--- src/rtl/cursor_regs_pkg.sv ---
package cursor_regs_pkg;

    parameter int DATA_W     = 32;
    parameter int ADDR_W     = 4;
    parameter int POS_W      = 13;
    parameter int HOT_W      = 8;
    parameter int SIZE_W     = 8;
    parameter int CHAN_W     = 8;
    parameter int AHI_W      = 8;
    parameter int ALO_W      = 32;
    parameter int ALIGN_BITS = 12;

    localparam int BASE_W     = AHI_W + ALO_W;
    localparam int DIM_W      = SIZE_W + 1;
    localparam int RGB_W      = 3 * CHAN_W;
    localparam int POS_Y_LSB  = 16;
    localparam int HOT_Y_LSB  = 8;
    localparam int SIZE_H_LSB = 8;

    typedef enum logic [ADDR_W-1:0] {
        REG_LOCK = 4'd0,
        REG_CTRL = 4'd1,
        REG_POS  = 4'd2,
        REG_HOT  = 4'd3,
        REG_COLA = 4'd4,
        REG_COLB = 4'd5,
        REG_SIZE = 4'd6,
        REG_AHI  = 4'd7,
        REG_ALO  = 4'd8
    } reg_addr_e;

    typedef enum logic [1:0] {
        MODE_MONO     = 2'd0,
        MODE_AND_MASK = 2'd1,
        MODE_PREMUL   = 2'd2,
        MODE_STRAIGHT = 2'd3
    } cur_mode_e;

    typedef struct packed {
        logic [CHAN_W-1:0] red;
        logic [CHAN_W-1:0] green;
        logic [CHAN_W-1:0] blue;
    } rgb_t;

    typedef struct packed {
        logic      enable;
        cur_mode_e mode;
        logic      magnify;
        logic      clamp;
    } ctrl_t;

    typedef struct packed {
        ctrl_t             ctrl;
        logic [POS_W-1:0]  x;
        logic [POS_W-1:0]  y;
        logic [HOT_W-1:0]  hx;
        logic [HOT_W-1:0]  hy;
        rgb_t              col_a;
        rgb_t              col_b;
        logic [SIZE_W-1:0] wm1;
        logic [SIZE_W-1:0] hm1;
    } shape_t;

    typedef struct packed {
        logic [AHI_W-1:0] hi;
        logic [ALO_W-1:0] lo;
    } addr_t;

    function automatic ctrl_t ctrl_from_word(input logic [DATA_W-1:0] w);
        ctrl_t c;
        c.enable  = w[0];
        c.mode    = cur_mode_e'(w[2:1]);
        c.magnify = w[3];
        c.clamp   = w[4];
        return c;
    endfunction

    function automatic logic [DATA_W-1:0] ctrl_to_word(input ctrl_t c);
        logic [DATA_W-1:0] w;
        w      = '0;
        w[0]   = c.enable;
        w[2:1] = c.mode;
        w[3]   = c.magnify;
        w[4]   = c.clamp;
        return w;
    endfunction

    function automatic rgb_t rgb_from_word(input logic [DATA_W-1:0] w);
        rgb_t c;
        c.blue  = w[0 +: CHAN_W];
        c.green = w[CHAN_W +: CHAN_W];
        c.red   = w[2*CHAN_W +: CHAN_W];
        return c;
    endfunction

    function automatic logic [DATA_W-1:0] rgb_to_word(input rgb_t c);
        logic [DATA_W-1:0] w;
        w                     = '0;
        w[0 +: CHAN_W]        = c.blue;
        w[CHAN_W +: CHAN_W]   = c.green;
        w[2*CHAN_W +: CHAN_W] = c.red;
        return w;
    endfunction

    function automatic logic [DIM_W-1:0] dim_decode(input logic [SIZE_W-1:0] m1);
        return {1'b0, m1} + DIM_W'(1);
    endfunction

    function automatic logic [ALO_W-1:0] align_low(input logic [ALO_W-1:0] lo);
        logic [ALO_W-1:0] r;
        r                   = lo;
        r[ALIGN_BITS-1:0]   = '0;
        return r;
    endfunction

endpackage

--- src/rtl/cursor_commit_ctrl.sv ---
module cursor_commit_ctrl
    import cursor_regs_pkg::*;
(
    input  logic              clk,
    input  logic              rst,
    input  logic              wr_en,
    input  logic [ADDR_W-1:0] wr_addr,
    input  logic              wr_lock_bit,
    input  logic              frame_start,
    output logic              lock_o,
    output logic              commit_o
);
    logic lock_q;
    logic lock_wr;
    logic unlock;

    assign lock_wr  = wr_en && (wr_addr == REG_LOCK);
    assign unlock   = lock_wr && !wr_lock_bit && lock_q;
    assign commit_o = unlock || (frame_start && !lock_q);
    assign lock_o   = lock_q;

    always_ff @(posedge clk) begin
        if (rst) begin
            lock_q <= 1'b0;
        end else if (lock_wr) begin
            lock_q <= wr_lock_bit;
        end
    end

    // a clear-write while already unlocked never commits by itself
    a_r10_no_spurious_unlock: assert property (@(posedge clk) disable iff (rst)
        (lock_wr && !wr_lock_bit && !lock_q && !frame_start) |-> !commit_o);

endmodule

--- src/rtl/cursor_pending_bank.sv ---
module cursor_pending_bank
    import cursor_regs_pkg::*;
(
    input  logic              clk,
    input  logic              rst,
    input  logic              wr_en,
    input  logic [ADDR_W-1:0] wr_addr,
    input  logic [DATA_W-1:0] wr_data,
    input  logic              commit_i,
    output shape_t            shape_o,
    output addr_t             addr_o,
    output logic              armed_o
);
    shape_t shape_q;
    addr_t  addr_q;
    logic   armed_q;

    always_ff @(posedge clk) begin
        if (rst) begin
            shape_q <= '0;
            addr_q  <= '0;
        end else if (wr_en) begin
            case (wr_addr)
                REG_CTRL: shape_q.ctrl  <= ctrl_from_word(wr_data);
                REG_POS: begin
                    shape_q.x <= wr_data[0 +: POS_W];
                    shape_q.y <= wr_data[POS_Y_LSB +: POS_W];
                end
                REG_HOT: begin
                    shape_q.hx <= wr_data[0 +: HOT_W];
                    shape_q.hy <= wr_data[HOT_Y_LSB +: HOT_W];
                end
                REG_COLA: shape_q.col_a <= rgb_from_word(wr_data);
                REG_COLB: shape_q.col_b <= rgb_from_word(wr_data);
                REG_SIZE: begin
                    shape_q.wm1 <= wr_data[0 +: SIZE_W];
                    shape_q.hm1 <= wr_data[SIZE_H_LSB +: SIZE_W];
                end
                REG_AHI: addr_q.hi <= wr_data[0 +: AHI_W];
                REG_ALO: addr_q.lo <= wr_data[0 +: ALO_W];
                default: ;
            endcase
        end
    end

    // Arm flag: low write arms, high write disarms, a commit consumes it.
    always_ff @(posedge clk) begin
        if (rst) begin
            armed_q <= 1'b0;
        end else if (wr_en && (wr_addr == REG_ALO)) begin
            armed_q <= 1'b1;
        end else if (wr_en && (wr_addr == REG_AHI)) begin
            armed_q <= 1'b0;
        end else if (commit_i) begin
            armed_q <= 1'b0;
        end
    end

    assign shape_o = shape_q;
    assign addr_o  = addr_q;
    assign armed_o = armed_q;

    // writes outside the map leave all pending state alone
    a_r11_unmapped_ignored: assert property (@(posedge clk) disable iff (rst)
        (wr_en && (wr_addr > REG_ALO)) |=> ($stable(shape_q) && $stable(addr_q)));

endmodule

--- src/rtl/cursor_active_bank.sv ---
module cursor_active_bank
    import cursor_regs_pkg::*;
(
    input  logic   clk,
    input  logic   rst,
    input  logic   commit_i,
    input  logic   armed_i,
    input  shape_t pend_shape_i,
    input  addr_t  pend_addr_i,
    output shape_t shape_o,
    output addr_t  addr_o
);
    shape_t shape_q;
    addr_t  addr_q;

    always_ff @(posedge clk) begin
        if (rst) begin
            shape_q <= '0;
        end else if (commit_i) begin
            shape_q <= pend_shape_i;
        end
    end

    always_ff @(posedge clk) begin
        if (rst) begin
            addr_q <= '0;
        end else if (commit_i && armed_i) begin
            addr_q.hi <= pend_addr_i.hi;
            addr_q.lo <= align_low(pend_addr_i.lo);
        end
    end

    assign shape_o = shape_q;
    assign addr_o  = addr_q;

    // a commit transfers the whole pending shape in one edge
    a_r4_commit_all: assert property (@(posedge clk) disable iff (rst)
        commit_i |=> (shape_q == $past(pend_shape_i)));

    // the address only moves on an armed commit
    a_r7_addr_needs_arm: assert property (@(posedge clk) disable iff (rst)
        !(commit_i && armed_i) |=> $stable(addr_q));

endmodule

--- src/rtl/cursor_readback.sv ---
module cursor_readback
    import cursor_regs_pkg::*;
(
    input  logic              rd_view,
    input  logic [ADDR_W-1:0] rd_addr,
    input  logic              lock_i,
    input  shape_t            pend_shape_i,
    input  addr_t             pend_addr_i,
    input  shape_t            act_shape_i,
    input  addr_t             act_addr_i,
    output logic [DATA_W-1:0] rd_data
);
    shape_t s;
    addr_t  a;

    always_comb begin
        s       = rd_view ? act_shape_i : pend_shape_i;
        a       = rd_view ? act_addr_i  : pend_addr_i;
        rd_data = '0;
        case (rd_addr)
            REG_LOCK: rd_data[0] = lock_i;
            REG_CTRL: rd_data = ctrl_to_word(s.ctrl);
            REG_POS: begin
                rd_data[0 +: POS_W]         = s.x;
                rd_data[POS_Y_LSB +: POS_W] = s.y;
            end
            REG_HOT: begin
                rd_data[0 +: HOT_W]         = s.hx;
                rd_data[HOT_Y_LSB +: HOT_W] = s.hy;
            end
            REG_COLA: rd_data = rgb_to_word(s.col_a);
            REG_COLB: rd_data = rgb_to_word(s.col_b);
            REG_SIZE: begin
                rd_data[0 +: SIZE_W]          = s.wm1;
                rd_data[SIZE_H_LSB +: SIZE_W] = s.hm1;
            end
            REG_AHI: rd_data[0 +: AHI_W] = a.hi;
            REG_ALO: rd_data[0 +: ALO_W] = a.lo;
            default: rd_data = '0;
        endcase
    end

endmodule

--- src/rtl/cursor_regbank.sv ---
module cursor_regbank
    import cursor_regs_pkg::*;
(
    input  logic              clk,
    input  logic              rst,
    input  logic              wr_en,
    input  logic [ADDR_W-1:0] wr_addr,
    input  logic [DATA_W-1:0] wr_data,
    input  logic              frame_start,
    input  logic [ADDR_W-1:0] rd_addr,
    input  logic              rd_view,
    output logic [DATA_W-1:0] rd_data,
    output logic              cur_enable,
    output logic [1:0]        cur_mode,
    output logic              cur_magnify,
    output logic              cur_clamp,
    output logic [POS_W-1:0]  cur_x,
    output logic [POS_W-1:0]  cur_y,
    output logic [HOT_W-1:0]  cur_hot_x,
    output logic [HOT_W-1:0]  cur_hot_y,
    output logic [RGB_W-1:0]  cur_color0,
    output logic [RGB_W-1:0]  cur_color1,
    output logic [DIM_W-1:0]  cur_width,
    output logic [DIM_W-1:0]  cur_height,
    output logic [BASE_W-1:0] cur_base_addr
);
    logic   lock;
    logic   commit;
    logic   armed;
    shape_t pend_shape;
    addr_t  pend_addr;
    shape_t act_shape;
    addr_t  act_addr;

    cursor_commit_ctrl u_commit (
        .clk         (clk),
        .rst         (rst),
        .wr_en       (wr_en),
        .wr_addr     (wr_addr),
        .wr_lock_bit (wr_data[0]),
        .frame_start (frame_start),
        .lock_o      (lock),
        .commit_o    (commit)
    );

    cursor_pending_bank u_pending (
        .clk      (clk),
        .rst      (rst),
        .wr_en    (wr_en),
        .wr_addr  (wr_addr),
        .wr_data  (wr_data),
        .commit_i (commit),
        .shape_o  (pend_shape),
        .addr_o   (pend_addr),
        .armed_o  (armed)
    );

    cursor_active_bank u_active (
        .clk          (clk),
        .rst          (rst),
        .commit_i     (commit),
        .armed_i      (armed),
        .pend_shape_i (pend_shape),
        .pend_addr_i  (pend_addr),
        .shape_o      (act_shape),
        .addr_o       (act_addr)
    );

    cursor_readback u_readback (
        .rd_view      (rd_view),
        .rd_addr      (rd_addr),
        .lock_i       (lock),
        .pend_shape_i (pend_shape),
        .pend_addr_i  (pend_addr),
        .act_shape_i  (act_shape),
        .act_addr_i   (act_addr),
        .rd_data      (rd_data)
    );

    assign cur_enable    = act_shape.ctrl.enable;
    assign cur_mode      = act_shape.ctrl.mode;
    assign cur_magnify   = act_shape.ctrl.magnify;
    assign cur_clamp     = act_shape.ctrl.clamp;
    assign cur_x         = act_shape.x;
    assign cur_y         = act_shape.y;
    assign cur_hot_x     = act_shape.hx;
    assign cur_hot_y     = act_shape.hy;
    assign cur_color0    = act_shape.col_a;
    assign cur_color1    = act_shape.col_b;
    assign cur_width     = dim_decode(act_shape.wm1);
    assign cur_height    = dim_decode(act_shape.hm1);
    assign cur_base_addr = act_addr;

    // while locked and no unlock arrives, the renderer view is frozen
    a_r3_frozen_when_locked: assert property (@(posedge clk) disable iff (rst)
        (lock && !(wr_en && (wr_addr == REG_LOCK) && !wr_data[0]))
        |=> ($stable(act_shape) && $stable(act_addr)));

    // decoded dimensions are never zero
    always_comb begin
        if (!rst) begin
            a_r6_dims_nonzero: assert ((cur_width != '0) && (cur_height != '0));
        end
    end

endmodule

--- config.mk ---
export PLATFORM = sky130hd
export DESIGN_NAME = cursor_regbank
export DESIGN_NICKNAME = d
export VERILOG_FILES = /design/src/rtl/cursor_regs_pkg.sv /design/src/rtl/cursor_commit_ctrl.sv /design/src/rtl/cursor_pending_bank.sv /design/src/rtl/cursor_active_bank.sv /design/src/rtl/cursor_readback.sv /design/src/rtl/cursor_regbank.sv
export SDC_FILE = /design/constraint.sdc
export NUM_CORES = 1
export LEC_CHECK = 0
export ABC_AREA = 1
export BUFFER_PORTS_ARGS = -buffer_cell sky130_fd_sc_hd__buf_2
export CORE_MARGIN = 4
export CORE_UTILIZATION = 35
export CTS_CLUSTER_DIAMETER = 50
export CTS_CLUSTER_SIZE = 10
export DETAILED_ROUTE_END_ITERATION = 12
export GPL_TIMING_DRIVEN = 1
export PLACE_DENSITY_LB_ADDON = 0.08
export SYNTH_ARGS = -nofsm -noshare
export SYNTH_HDL_FRONTEND = slang
export SYNTH_SLANG_ARGS = --single-unit
--- constraint.sdc ---
create_clock -name clk -period 2.99 [get_ports clk]
set_input_delay 0 -clock clk [delete_from_list [all_inputs] [get_ports clk]]
set_output_delay 0 -clock clk [all_outputs]
set_load 0.01 [all_outputs]
Word level (Yosys, flattened, before mapping)
Cells that the tools add are included.
Widths: inputs -> output; s select.

word-level totals
  register bits after elaboration = 292
  latch bits = 0
  memory bits (writable) = 0
  memory bits (read-only) = 0
  input port bits = 45
  output and inout bits = 185
  logic and storage cells = 88
  memories = 0

operators by class
  add/subtract/negate cells = 2
  multiply operators = 0
  divide/modulo/power cells = 0
  magnitude comparators = 0
  equality and inequality tests = 16
  shift-type cells = 0
  muxes and demuxes = 11
  bitwise gates (word level) = 0
  reductions and logical operators = 21

operators with widths
  operator             count
  $mux 111             1
  $pmux 7 s8           1
  $pmux 13 s4          1
  $mux 40              1
  $eq 4x3->1 const B   8
  $pmux 5 s6           1
  $add 8x1->9 const B  2
  $eq 4x2->1 const B   4
  $reduce_and 2->1     8
  $pmux 3 s5           1
  $pmux 1 s9           1
  $eq 4x1->1 const B   2
  $eq 4x4->1 const B   2
  $logic_not 4->1      2
  $logic_and 1x1->1    7
  $mux 1               3
  $mux 3               1
  $reduce_bool 3->1    1
  $logic_not 1->1      2
  $logic_or 1x1->1     1

Logic depth before layout (Yosys ltp)
  depth after elaboration = 8
  mapped depth = 10
  gate-level depth less buffers = 9

Cells and area by module
From an unflattened synthesis, not the netlist that was laid out.

second synthesis, totals
  cells, all modules = 2337
  area, all modules = 14388.8 um2

modules (own cells, without submodules)
  module               instances  cells an instance  area each (um2)  sequential area each (um2)
  cursor_pending_bank  1          844                5875.6           3042.9
  cursor_active_bank   1          673                5089.9           2782.7
  cursor_readback      1          743                3030.4           0.0
  cursor_regbank       1          60                 300.3            0.0
  cursor_commit_ctrl   1          17                 92.6             20.0

Worst setup path after synthesis
Ideal clock, no wire load.

  path kind = register to register
  start = reg u_commit.lock_q, in the netlist u_commit.lock_o
  end = reg u_active.addr_q (netlist bit u_active.addr_o[18])
  library setup time = 0.110 ns
  arrival = 1.224 ns
  data required time = 2.880 ns
  setup slack = 1.657 ns
  stages on the path, launching flop included = 7
  path buffers = 2
  period minus slack after synthesis = 1.333 ns
  cells stage by stage = dfxtp_1 > or2_2 > clkbuf_1 > clkbuf_1 > nand4_1 > nand2_1 > nor2_1

between the ends
  longest elaborated chain between the ends = 4
  elaborated cells on any way between the ends = 5
  classes of those cells = 5 x reduce/logical

RTL lines
  element                 RTL line                  source
  start, declared         cursor_commit_ctrl.sv:13  logic lock_q;
  start signal, assigned  cursor_commit_ctrl.sv:26  lock_q <= wr_lock_bit;
  $logic_not 1->1         cursor_commit_ctrl.sv:19  assign commit_o = unlock || (frame_start && !lock_q);
  $logic_and 1x1->1       cursor_commit_ctrl.sv:19
  $logic_or 1x1->1 *      cursor_commit_ctrl.sv:19
  $logic_and 1x1->1 *     cursor_active_bank.sv:27  end else if (commit_i && armed_i) begin
  end, declared           cursor_active_bank.sv:14  addr_t addr_q;

Every way passes the cells marked *; elsewhere a longest branch is shown, timed or not.
A chain may end at the register's enable or synchronous reset.

Worst setup path after layout
  start = in rd_addr[3]
  end = out rd_data[13]

between the ends
  longest elaborated chain between the ends = 2
  elaborated cells on any way between the ends = 6
  classes of those cells = 5 x eq/ne; 1 x mux

RTL lines
  element                             RTL line               source
  start, declared                     cursor_regbank.sv:10   input logic [ADDR_W-1:0] rd_addr,
  $eq 4x4->1 (tied with other cells)  cursor_readback.sv:20  case (rd_addr)
  $pmux 3 s5 *                        cursor_readback.sv:20
  end, declared                       cursor_regbank.sv:12   output logic [DATA_W-1:0] rd_data,

Marked as above.

==> reports/summary.md <==
The tools report the number of setup buffers added after CTS as 0. After global routing, the most crowded layer is met2. The share of post-route cells with drive strength above 1 came out at 14.5%. Clock-pin slew was measured on the worst setup and hold paths at 0.05 ns.

TritonCTS built the clock tree. The routed length per instance is 19.0 um. The share of synthesized flip-flops with an asynchronous set or reset works out to 0%. Setup total negative slack on the finished layout was measured at 0 ns. Summing the areas of all and, or, nand and nor instances in the mapped netlist gives 30.3% of the synthesized area. The net count of the finished layout is 2310. For the number of violations reported at the end of detailed-routing iteration 0, the log shows 971. The number of top-level pins was 230; the weighted congestion reported at the end of routability-driven placement was 0.831. The critical path start-end classification was in -> out. The die footprint came out at 43700 sq um. Yosys printed 0 warnings. Summing the areas of all compound-gate instances in the mapped netlist gives 14.1% of the synthesized area.

The synthesized netlist devotes 0.682% of its cell area to XOR and XNOR gates. The region available for standard cell placement spans 39800 sq um. Summing the sequential cell areas from Yosys gives 41.4% of the chip area. The logs give 0.000334 V for the maximum VDD drop and 38 for the count of hold-fix buffers inserted at cts. In the synthesized netlist, mux cells make up 0% of the area. In this run the core area contains 73 standard-cell rows. For the total clock sinks, the log shows 292.

The nature of the critical path startpoint is an input port. Along the worst hold path, the cell count comes to 5. The min-delay analysis places its worst path in the category in -> reg. The area growth from synthesis to layout is 18.3%.

The run finished with clean final reports. Count of input and output buffers: 217. Including well taps, the total number of placed cells is 2706. For this run, design rule violations remaining after detail routing come to 0. The critical path goes through buf_2, inv_1, nand2_1, nor2_2, inv_1, a21oi_1, nor3_1, nand2_1, buf_2. The top fanout value on the critical path was 14; the maximum clock frequency was 0.462 GHz. For this block, the via count after detailed routing is 13851.

In this run the critical register-to-register path is launched from u_commit.lock_o. The global-route met1 utilization is 32.1%. The worst hold path begins at frame_start.

In this run the critical register-to-register path is captured at u_active.addr_o[29]. The worst-margin pin slew came out at 1.23 ns. The required time of the critical path is 2.99 ns, and the worst endpoint data arrival time is 2.17 ns. The final hold violation count came out at 0. The logs give 0 for the number of pins exceeding their max-slew limit in the final report and 172 for the maximum number of pins on one net before global-route repair. Counting I/O delays and the setup requirement, the final critical path takes 2.17 ns. Summing the areas of all fa, ha and maj instances in the mapped netlist gives 0.177% of the synthesized area. The slowest stage of the critical path belongs to the cell nor2_2. The first-pass GRT wire length is 80700 um. In the synthesized netlist the dominant register cell turns out to be dfxtp_1. By count the netlist is led by nand2_1, nor2_1, o21ai_0, dfxtp_1, inv_1. The worst setup path is captured at an output port. Counting flops and latches in the post-synthesis netlist gives 292. The number of antenna violations at the first check in global routing is 0. The detail route stage leaves a number of antenna-violating nets equal to 0. For this run, the slowest stage of the critical path takes 0.83 ns.

For the clock insertion delay at the later pin of the skew report, the log shows 0.55 ns. The top-area cell type share of the netlist area was 41.4%; the number of buffers between clock root and the deepest sink was 3. The number of clock buffers added by TritonCTS is 42.

The critical path's top delay family was simple AND/OR/NAND/NOR gates. Measured along the y axis, the die boundary spans 209 um. Cell at the root of the clock tree: clkbuf_16.

The static leakage was 0.00773 uW; the deepest level of the CTS H-tree was 2. The run gives 7 as the number of iterations in the first detailed-routing pass. The sum of overflow across all layers after global routing is 0, and the average vias per placed instance is 4.92.

For hold timing, the worst endpoint is u_pending.armed_o. The floorplan die width works out to 209 um. Biggest area consumer among synthesized cells: dfxtp_1. Across the routed clock network, the largest skew measured is 0.0129 ns.

Global routing used 23.5% of the available tracks. Number of buffers and inverters on the critical path: 4. The number of enable flip-flop cells after synthesis was 0. The count of placed standard cells in the final layout, fillers left out came out at 2816. After legalization and detailed placement, the total HPWL measured 34600 um.

The number of cells on the worst reg-to-reg path is 6. Max-cap violations in this run came to 0. The number of global-route vias before repair came out at 13023. Setup repair after global routing left no endpoint under its margin.

Averaged over all synthesized cells, the footprint is 6.55 sq um. The met3 usage is 3.51%. In this run, distinct cell masters in the synthesized netlist total 30. The count of final setup violators came out at 0. After clock tree synthesis, the repair step resized 0 gates. The number of antenna diodes in the final layout is 0.

The post-route clock period utilization works out to 72.4%. For this run, global-route usage on met2 was measured as 39.4%. For this configuration, the core starts out at a cell density of 35.5%.

Summing every instance area after synthesis gives 14100 sq um. The wire length reported by the detailed router is 53600 um. After synthesis, the largest family of logic cells by area is simple AND/OR/NAND/NOR gates. Synthesis produced a netlist whose cell count is 2157. Dividing total power by cell area gives a power density of 616 nW/um^2. Yosys instantiated no cell more often than nand2_1. In this run the tightest slew margin relative to its limit is 17.7%. The flop-to-flop setup slack came out at 1.13 ns. By area the synthesized netlist is led by dfxtp_1, nand2_1, nor2_1.
[state kept, by name, summed over array words and instances (netlist names)]
register and flops:
u_pending.addr_o 40, u_pending.armed_o 1, u_active.addr_o 28, u_active.shape_o 111, u_pending.shape_o 111, u_commit.lock_o 1
[worst max-delay path by stage]
stage | startpoint | to | cells after the start
floorplan | u_commit.lock_o | u_active.addr_o[18] | 6
global placement | rd_addr[3] | rd_data[13] | 9
detailed placement | rd_addr[3] | rd_data[13] | 9
CTS | rd_addr[3] | rd_data[13] | 9
global route | wr_data[0] | u_active.addr_o[28] | 10
finish | rd_addr[3] | rd_data[13] | 9
[routing by layer]
metal	up-vias	part of all wire [%]
met5	-	0
met4	0	1.8
met3	60	5.5
met2	386	48
met1	6503	45
li1	6902	-
[worst min-delay path: stages]
cell     delay [ns]
buf_2          0.08
or2_2          0.13
nand2_4        0.23
nand2_1        0.14
a21oi_1        0.06
[cell type report]
class                   count  area (sq um)
clock buffers              57          1250
clock inverters            15           186
fillers                  4361         23100
inverters                 142           542
multi-input cells        1500          6460
flip-flops and latches    292          5850
well taps                 525           657
repair buffers            285          1770
[logic make-up (layout without fill, tap and decap cells)]
group,count (synthesis),after routing
other,1,12
adders and majority gates,2,2
AOI/OAI and AO/OA,394,394
buffers and inverters,376,499
xor gates and xnor gates,11,11
DFF,292,292
and+or+nand+nor,1081,1081
[layout by cell type (no fill, tap or decap), types with 2 or more instances in the layout]
cell	instances
a21o_1	5
a21oi_1	82
buf_12	6
buf_2	216
buf_4	24
bufinv_16	4
clkbuf_1	4
clkbuf_16	45
clkbuf_8	8
clkinv_1	2
clkinv_2	8
clkinvlp_4	3
conb_1	12
dfxtp_1	292
dlygate4sd3_1	38
ha_1	2
inv_1	136
nand2_1	514
nand3_1	24
nand3_2	5
nand3b_1	4
nand4_1	42
nor2_1	475
nor2_2	5
nor3_1	7
o211ai_1	5
o21ai_0	302
xnor2_1	3
xor2_1	8
[metrics by stage]
step	worst slack (ns)	hold slack [ns]	cell area [sq um]	total power (uW)	util (%)
after floorplan	1.66	0.0691	14200	4890	-
after global placement	0.869	0.258	14900	5200	37.4
after detailed placement	0.842	0.261	14900	5210	37.4
after CTS	0.835	0.137	16700	10400	42.0
after global routing	0.740	0.215	16700	10700	42.0
final	0.824	0.147	16700	10300	42.0
[report_power, final]
group	switching, uW	internal (uW)	total [uW]	leakage (uW)
clock network	1880	3260	5140	0.000705
registers	130	4040	4170	0.00238
logic	669	320	990	0.00465
total	2680	7620	10300	0.00773
No activity file was read; power rests on OpenSTA's default activity.
